$ cat src/rtl/gpio_irq_pkg.sv
package gpio_irq_pkg;

    localparam int ADDR_W = 6;

    // Register byte addresses; the group enable sits at 0x08
    typedef enum logic [ADDR_W-1:0] {
        REG_GRP_EN   = 6'h08,
        REG_RISE_SET = 6'h10,
        REG_RISE_CLR = 6'h14,
        REG_FALL_SET = 6'h18,
        REG_FALL_CLR = 6'h1C,
        REG_STATUS   = 6'h20
    } reg_addr_e;

endpackage

$ cat src/rtl/gpio_irq_regs.sv
module gpio_irq_regs
    import gpio_irq_pkg::*;
#(
    parameter int PINS   = 32,
    parameter int GROUPS = 2
) (
    input  logic              clk,
    input  logic              rst_n,
    input  logic              wr_en,
    input  logic [ADDR_W-1:0] addr,
    input  logic [PINS-1:0]   wdata,
    input  logic [PINS-1:0]   status,
    output logic [PINS-1:0]   rise_en,
    output logic [PINS-1:0]   fall_en,
    output logic [GROUPS-1:0] grp_en,
    output logic [PINS-1:0]   stat_clr,
    output logic [PINS-1:0]   rdata
);

    logic wr_rise_set, wr_rise_clr, wr_fall_set, wr_fall_clr, wr_gen, wr_stat;

    always_comb begin
        wr_rise_set = wr_en && (addr == REG_RISE_SET);
        wr_rise_clr = wr_en && (addr == REG_RISE_CLR);
        wr_fall_set = wr_en && (addr == REG_FALL_SET);
        wr_fall_clr = wr_en && (addr == REG_FALL_CLR);
        wr_gen      = wr_en && (addr == REG_GRP_EN);
        wr_stat     = wr_en && (addr == REG_STATUS);
    end

    assign stat_clr = wr_stat ? wdata : '0;

    always_ff @(posedge clk or negedge rst_n) begin
        if (!rst_n) begin
            rise_en <= '0;
            fall_en <= '0;
            grp_en  <= '0;
        end else begin
            if (wr_rise_set)
                rise_en <= rise_en | wdata;
            else if (wr_rise_clr)
                rise_en <= rise_en & ~wdata;
            if (wr_fall_set)
                fall_en <= fall_en | wdata;
            else if (wr_fall_clr)
                fall_en <= fall_en & ~wdata;
            if (wr_gen)
                grp_en <= wdata[GROUPS-1:0];
        end
    end

    always_comb begin
        case (addr)
            REG_GRP_EN:   rdata = PINS'(grp_en);
            REG_RISE_SET,
            REG_RISE_CLR: rdata = rise_en;
            REG_FALL_SET,
            REG_FALL_CLR: rdata = fall_en;
            REG_STATUS:   rdata = status;
            default:      rdata = '0;
        endcase
    end

    // set write leaves the written ones set
    a_r2_rise_set: assert property (@(posedge clk) disable iff (!rst_n)
        wr_rise_set |=> ((rise_en & $past(wdata)) == $past(wdata)));
    // clear write leaves the written ones clear
    a_r2_rise_clr: assert property (@(posedge clk) disable iff (!rst_n)
        wr_rise_clr |=> ((rise_en & $past(wdata)) == '0));

    a_r3_fall_set: assert property (@(posedge clk) disable iff (!rst_n)
        wr_fall_set |=> ((fall_en & $past(wdata)) == $past(wdata)));
    a_r3_fall_clr: assert property (@(posedge clk) disable iff (!rst_n)
        wr_fall_clr |=> ((fall_en & $past(wdata)) == '0));

endmodule

$ cat src/rtl/gpio_irq_edge.sv
module gpio_irq_edge #(
    parameter int PINS = 32
) (
    input  logic            clk,
    input  logic            rst_n,
    input  logic [PINS-1:0] pin_lvl,
    input  logic [PINS-1:0] rise_en,
    input  logic [PINS-1:0] fall_en,
    input  logic [PINS-1:0] stat_clr,
    output logic [PINS-1:0] status
);

    logic [PINS-1:0] prev_lvl;
    logic [PINS-1:0] evt;

    for (genvar i = 0; i < PINS; i++) begin : g_pin
        logic rose, fell;
        assign rose   = pin_lvl[i] & ~prev_lvl[i];
        assign fell   = ~pin_lvl[i] & prev_lvl[i];
        assign evt[i] = (rose & rise_en[i]) | (fell & fall_en[i]);

        always_ff @(posedge clk or negedge rst_n) begin
            if (!rst_n) begin
                prev_lvl[i] <= 1'b0;
                status[i]   <= 1'b0;
            end else begin
                prev_lvl[i] <= pin_lvl[i];
                // a new edge outranks a coincident clear
                status[i]   <= evt[i] | (status[i] & ~stat_clr[i]);
            end
        end
    end

    // cleared bits without a coincident edge drop
    a_r6_w1c_clears: assert property (@(posedge clk) disable iff (!rst_n)
        (|stat_clr) |=> ((status & $past(stat_clr & ~evt)) == '0));
    // an edge always leaves its bit set
    a_r7_edge_wins: assert property (@(posedge clk) disable iff (!rst_n)
        (|evt) |=> ((status & $past(evt)) == $past(evt)));
    // no status bit rises without a qualified edge
    a_r10_no_spurious: assert property (@(posedge clk) disable iff (!rst_n)
        ((status & ~$past(status) & ~$past(evt)) == '0));

endmodule

$ cat src/rtl/gpio_irq_group.sv
module gpio_irq_group #(
    parameter int PINS       = 32,
    parameter int GROUP_PINS = 16,
    localparam int GROUPS    = PINS / GROUP_PINS
) (
    input  logic [PINS-1:0]   status,
    input  logic [GROUPS-1:0] grp_en,
    output logic [GROUPS-1:0] irq
);

    for (genvar g = 0; g < GROUPS; g++) begin : g_grp
        assign irq[g] = (|status[g*GROUP_PINS +: GROUP_PINS]) & grp_en[g];
    end

endmodule

$ cat src/rtl/gpio_edge_irq_unit.sv
module gpio_edge_irq_unit
    import gpio_irq_pkg::*;
#(
    parameter int PINS       = 32,
    parameter int GROUP_PINS = 16,
    localparam int GROUPS    = PINS / GROUP_PINS
) (
    input  logic              clk,
    input  logic              rst_n,
    input  logic [PINS-1:0]   pin_lvl,
    input  logic              bus_wr,
    input  logic [ADDR_W-1:0] bus_addr,
    input  logic [PINS-1:0]   bus_wdata,
    output logic [PINS-1:0]   bus_rdata,
    output logic [GROUPS-1:0] irq_grp
);

    logic [PINS-1:0]   rise_en, fall_en, stat_clr, status;
    logic [GROUPS-1:0] grp_en;

    gpio_irq_regs #(.PINS(PINS), .GROUPS(GROUPS)) u_regs (
        .clk(clk), .rst_n(rst_n), .wr_en(bus_wr), .addr(bus_addr),
        .wdata(bus_wdata), .status(status), .rise_en(rise_en),
        .fall_en(fall_en), .grp_en(grp_en), .stat_clr(stat_clr),
        .rdata(bus_rdata)
    );

    gpio_irq_edge #(.PINS(PINS)) u_edge (
        .clk(clk), .rst_n(rst_n), .pin_lvl(pin_lvl), .rise_en(rise_en),
        .fall_en(fall_en), .stat_clr(stat_clr), .status(status)
    );

    gpio_irq_group #(.PINS(PINS), .GROUP_PINS(GROUP_PINS)) u_group (
        .status(status), .grp_en(grp_en), .irq(irq_grp)
    );

    // lines are quiet on the first cycle out of reset
    a_r1_quiet_after_reset: assert property (@(posedge clk) disable iff (!rst_n)
        $rose(rst_n) |-> (irq_grp == '0));

    for (genvar g = 0; g < GROUPS; g++) begin : g_chk
        // a raised line holds until status or gate is written
        a_r8_line_holds: assert property (@(posedge clk) disable iff (!rst_n)
            (irq_grp[g] && !(bus_wr && (bus_addr == REG_STATUS))
                        && !(bus_wr && (bus_addr == REG_GRP_EN)))
            |=> irq_grp[g]);
    end

endmodule

$ cat config.mk
export PLATFORM = sky130hd
export DESIGN_NAME = gpio_edge_irq_unit
export DESIGN_NICKNAME = d
export VERILOG_FILES = /design/src/rtl/gpio_irq_pkg.sv /design/src/rtl/gpio_irq_regs.sv /design/src/rtl/gpio_irq_edge.sv /design/src/rtl/gpio_irq_group.sv /design/src/rtl/gpio_edge_irq_unit.sv
export SDC_FILE = /design/constraint.sdc
export NUM_CORES = 1
export LEC_CHECK = 0
export BUFFER_PORTS_ARGS = -buffer_cell sky130_fd_sc_hd__buf_2
export CAP_MARGIN = 20
export CORE_MARGIN = 1.5
export CORE_UTILIZATION = 55
export DETAILED_ROUTE_END_ITERATION = 16
export PLACE_DENSITY = 0.75
export SYNTH_ARGS = -nofsm -noshare
export SYNTH_HDL_FRONTEND = slang
export SYNTH_SLANG_ARGS = --single-unit
$ cat constraint.sdc
create_clock -name clk -period 1.5 [get_ports clk]
set_clock_uncertainty 0.1 [all_clocks]
set_input_delay 0.15 -clock clk [delete_from_list [all_inputs] [get_ports clk]]
set_output_delay 0.15 -clock clk [all_outputs]
set_load 0.1 [all_outputs]
==> results of run 1 <==
[stage by stage]
stage / area [µm²] / utilization, % / TNS [ns]
2_1_floorplan: 6990 / - / -1.06
3_3_place_gp: 8600 / 78.6 / -5.33
3_5_place_dp: 8600 / 78.6 / -8.48
4_1_cts: 10500 / 95.7 / -4.77
[logic make-up after synthesis]
| group | Yosys count | synth area share, % |
|---|---|---|
| buffers and inverters | 83 | 5.98 |
| flip-flops | 130 | 52.3 |
| AO/OA/AOI/OAI | 222 | 26.7 |
| multiplexers | 37 | 6.00 |
| AND/OR/NAND/NOR | 88 | 8.94 |
[routing by layer]
layer / overflow / track usage, %
met5: 0 / 5.36
met4: 42 / 82.7
met3: 7 / 61.2
met2: 53 / 94.8
met1: 0 / 78.0
[cells in the mapped netlist]
cell / instances / area, µm²
nand4_1: 1 / 6.26
nor2b_1: 2 / 12.5
nand2_1: 30 / 113
nand2b_1: 1 / 6.26
nor4_4: 1 / 21.3
clkbuf_2: 1 / 5.00
buf_6: 3 / 33.8
buf_4: 2 / 15.0
o21ai_0: 3 / 15.0
inv_1: 38 / 143
a22oi_1: 2 / 15.0
nand3b_1: 32 / 240
nand3_2: 1 / 10.0
and2b_1: 1 / 7.51
a211o_1: 3 / 26.3
nor3b_4: 1 / 18.8
dfrtp_1: 130 / 3250
a21o_1: 29 / 218
and2_1: 2 / 12.5
buf_2: 23 / 115
and3b_1: 3 / 26.3
or4_1: 1 / 7.51
a31oi_1: 91 / 569
o2bb2ai_1: 30 / 263
a41oi_1: 33 / 289
o221ai_1: 29 / 254
mux2_2: 2 / 22.5
o22ai_1: 2 / 12.5
and3_1: 1 / 6.26
nor3b_1: 1 / 7.51
clkbuf_1: 16 / 60.1
nor4_1: 8 / 50.1
mux2i_1: 35 / 350
nand3_1: 2 / 10.0
[what timing repair did]
item / 4_1_cts
pin swaps: 19
setup endpoints to repair: 34
hold buffers: 65
gates cloned: 3
buffers inserted: 40
resized for setup: 43
endpoints found under the hold margin: 228
==> impl_results.md, run 1 <==
* Status: stopped before the end
* Stage where the flow stopped: 5_1_grt
* Tool error message: [ERROR GRT-0232] Routing congestion too high. Check the congestion heatmap in the GUI.
* Clock buffer depth at 2
* Category of the worst endpoint: output port
* Synthesized netlist cell count at between 500 and 600
* Worst endpoint after global-route timing repair: irq_grp[1]
* I/O Pins at 107
* Die height at about 110 µm
* Routability Congestion at 0.855
* Port Buffers at about 110
* Num CTS Buffers at 17
* Clock Tree Root: clkbuf_16
* Fraction of the yosys area taken by sequential cells at 52.3%
* Clk sink count at 130
* Number of antenna violations at the first check in global routing at 1
* Mapped Avg Cell Area at 11.1 µm²
* Cell Rows at 38
* Number of levels in the clock H-tree at 4
* Die boundary width at 109 µm
* Worst-case setup slack after placement at -0.124 ns
* Post-synthesis net count at 633
* Post-synth cell types at 34
* Number of warning messages in the yosys log at 0
* Synth Register Bits at 130
* DPL Wire Length at 12900 µm
* Total congestion overflow after global routing at 102
* Post-synthesis instance area at 6210 µm²
* Initial core utilization at between 50% and 60%
* Tot GR Track Use at 77.7%
* Placed cell count at 840
* Largest net degree at the start of global routing at 65
==> run 2, diff against run 1 <==
--- a/config.mk
+++ b/config.mk
@@ -8,9 +8,9 @@
 export BUFFER_PORTS_ARGS = -buffer_cell sky130_fd_sc_hd__buf_2
 export CAP_MARGIN = 20
 export CORE_MARGIN = 1.5
-export CORE_UTILIZATION = 55
+export CORE_UTILIZATION = 40
 export DETAILED_ROUTE_END_ITERATION = 16
-export PLACE_DENSITY = 0.75
+export PLACE_DENSITY_LB_ADDON = 0.15
 export SYNTH_ARGS = -nofsm -noshare
 export SYNTH_HDL_FRONTEND = slang
 export SYNTH_SLANG_ARGS = --single-unit
==> run 2 against run 1 <==
The flow now finishes, with violations (negative setup slack). Synthesized cell count stayed put. Area after synthesis unchanged.
==> impl_results.md, run 2 <==
* Total congestion overflow after global routing at 0
* Combinational power share at 22.0%
* Crit Reg-Reg Endpoint: u_edge.status[29]$_DFF_PN0_
* Clk sink count at 130 (unchanged)
* Number of routed nets with antenna violations at 0
* Static Leakage at 4.47 nW
* Synth top cells by count: dfrtp_1, a31oi_1, inv_1
* Type of the most critical hold path: in -> reg
* TritonCTS clock tree: yes
* Library cell with the largest summed area after synthesis: dfrtp_1
* Core Region at 15200 µm²
* Area of all sequential standard cells at 3250 µm²
* Launching element type of the critical path: register
* Capture point of the worst path: irq_grp[0]
* Routed wl met3 at 1180 µm
* Hold violation count in the final report at 0
* Maximum achievable frequency at 536 MHz
* M1 wire length at 8820 µm
* Max Used Layer: met4
* Worst setup slack for register-to-register paths at about 0.31 ns
* Transition time at the pin with the least slew margin at just under 0.5 ns
* R2r startpoint: u_edge.status[29]$_DFF_PN0_
* DPL Wire Length at 13800 µm (+7.4%)
* Worst max-slew margin expressed relative to the limit at 67.9%
* Post-layout min period at roughly 1.9 ns
* Overall die area at 16300 µm²
* Cells on worst reg2reg path at 4
* Number of synthesized flops with an enable pin at 0 (unchanged)
* Hold_ws at about 0.11 ns
* Clock buffer depth at 2 (unchanged)
* Crit path arrival time at 1.61 ns
* Cell area power density at 1020 nW/µm²
* Failing checks: negative setup slack
* Starting DRT DRC Count at 400
* Number of antenna violations at the first check in global routing at 1
* Number of max-slew violations in the final report at 0
* Syn-to-layout area delta at 67.7%
* Commonest cells after routing, fill and taps aside: dfrtp_1, buf_4, a31oi_1
* Start point of the critical path: u_edge.status[11]$_DFF_PN0_
* Share of the clock period used by the worst path after layout at 124%
* Library cell with the highest instance count after synthesis: dfrtp_1
* Kind of capture point of the worst setup path: primary output
* Total DRC errors in the routed layout at 0
* Vias in the first global route at 6468
* Synthesized netlist cell count at 560 (unchanged)
* Final setup margin at -0.364 ns
* Clk pin slew, worst setup/hold paths at 0.05 ns
* Total setup violations reported at the end of the flow at 34
* Num CTS Buffers at 17 (unchanged)
* Async set-reset flop share out of synthesis at 100% (unchanged)
* Net switching component of the power at 3.03 mW
* I/O Pins at 107 (unchanged)
* CP max FO at 2
* Count of fill cells added during filler insertion at 1064
* Port Buffers at 106 (unchanged)
* Clock Tree Root: clkbuf_16
* Routability Congestion at 0.816 (-4.6%)
* Initial core utilization at 40.9% (-16 points)
* Post-synthesis instance area at 6210 µm² (unchanged)
* Routed len/inst at approximately 21 µm
* Data required time at the worst endpoint at 1.25 ns
* Die height at 128 µm (+17%)
* Total negative setup slack at -4.49 ns
* Fraction of the yosys area taken by sequential cells at 52.3% (unchanged)
* First-pass GRT wire length at approximately 34000 µm
* Switching power share of the total at 28.4%
* Synth Register Bits at 130 (unchanged)
* Routed wire length on met2 at between 10000 and 15000 µm
* Post-synth cell types at 34 (unchanged)
* Layout Cells excl Fill at ~1000
* IR drop worst, VDD at 0.833 mV
* Cell Rows at 45 (+18%)
* Post-synthesis net count at 633 (unchanged)
* Leading cell type in the layout, fill and taps excluded: dfrtp_1
* Post-layout net count at between 800 and 900
* Total internal power at 7.62 mW
* Share of cells above drive strength 1 at 39.2%
* Largest net degree at the start of global routing at 67
* Vias at about 6100
* Mapped Avg Cell Area at 11.1 µm² (unchanged)
* Reported max-cap violation count at 0
* First-pass iteration count of the detailed router at 5
* Combined area of the multi-input logic cells at 3440 µm²
* Share of Yosys cell area claimed by the top area cell type at 52.3% (unchanged)
* Placed cell count at 895 (+6.5%)
* Leading register cell type out of synthesis: dfrtp_1
* Wirelength, routed at about 21000 µm
* Number of warning messages in the yosys log at 0 (unchanged)
* Unrepaired setup endpoints after global routing: yes
* Die boundary width at 128 µm (+17%)
* Clock latency at the later pin of the worst-skew pair at between 0.4 and 0.5 ns
* Setup CP Type: reg -> out
* Post-DR vias/cell at 5.94
* Clock network fraction of design power at 37.9%
* Status: complete, but fails checks
* Synth area leaders: dfrtp_1, a31oi_1, mux2i_1
* Sequential cell fraction of total power at 40.1%
* Tot GR Track Use at 26.8%
* Number of levels in the clock H-tree at 4 (unchanged)
-- run 2: cell counts after synthesis --
Identical to the previous run, type by type.
-- run 2: metal layers --
layer / up-vias / GRT usage (%)
li1: 2737 / -
met1: 3037 / 33.6
met2: 244 / 45.0
met3: 38 / 5.86
met4: 0 / 11.3
met5: - / 0
-- run 2: critical path, cell delays in order (launching register included) --
cell     delay, ns
dfrtp_1       0.42
nor4_4        0.29
buf_4         0.16
a41oi_4       0.12
buf_12        0.20
-- run 2: cell type report --
type / count / area share (%)
diodes: 1 / 0.0240
clock buffers: 23 / 4.68
clock inverters: 6 / 0.768
well taps: 188 / 2.26
multi-input cells: 347 / 33.0
repair buffers: 287 / 26.7
inverters: 38 / 1.37
flip-flops and latches: 130 / 31.2
-- run 2: per-stage QoR --
step                util (%)  power, mW  setup slack, ns  instance area, µm²
floorplan                  -       5.39          -0.0659                6990
global placement        57.2       6.03           -0.135                8700
detailed placement      57.2       6.13           -0.147                8700
CTS                     68.0       10.6           -0.404               10300
global route            68.6       11.1           -0.434               10400
finish                  68.6       10.6           -0.364               10400
-- run 2: cells by family (layout without fill, tap and decap cells) --
| family | after synthesis | in the layout | share of synthesized area, % |
|---|---|---|---|
| multiplexers | 37 | 37 | 6.00 |
| AND/OR/NAND/NOR | 88 | 88 | 8.94 |
| buffers and inverters | 83 | 354 | 5.98 |
| AO/OA/AOI/OAI | 222 | 222 | 26.7 |
| other | 0 | 1 | 0 |
| flip-flops | 130 | 130 | 52.3 |
-- run 2: repair_timing --
item,CTS,global route
pin swaps,15,14
endpoints found under the setup margin,34,34
endpoints found under the hold margin,229,0
gates cloned,2,0
hold buffers,65,0
gates resized for setup,51,18
buffers inserted,27,11
-- run 2: worst min-delay path by stage --
| stage | cells after the start | from | slack [ns] | end |
|---|---|---|---|---|
| 2_1_floorplan | 0 | rst_n | -0.25 | async pin |
| 3_3_place_gp | 2 | rst_n | 0.11 | u_edge.status[11]$_DFF_PN0_ |
| 3_5_place_dp | 2 | rst_n | 0.11 | u_edge.prev_lvl[12]$_DFF_PN0_ |
| 4_1_cts | 3 | bus_wr | 0.10 | u_edge.status[29]$_DFF_PN0_ |
| 5_1_grt | 3 | bus_wr | 0.12 | u_edge.status[31]$_DFF_PN0_ |
| 6_report | 3 | bus_wr | 0.11 | u_edge.status[29]$_DFF_PN0_ |
-- run 2: power by group through the flow --
stage                     registers, mW  clock network (mW)  logic [mW]
after CTS                          4.24                4.07        2.26
final                              4.27                4.03        2.34
after detailed placement           4.27                   0        1.86
after floorplan                    4.18                   0        1.21
after global routing               4.31                4.23        2.52
after global placement             4.25                   0        1.79
No activity file was read; power rests on OpenSTA's default activity.
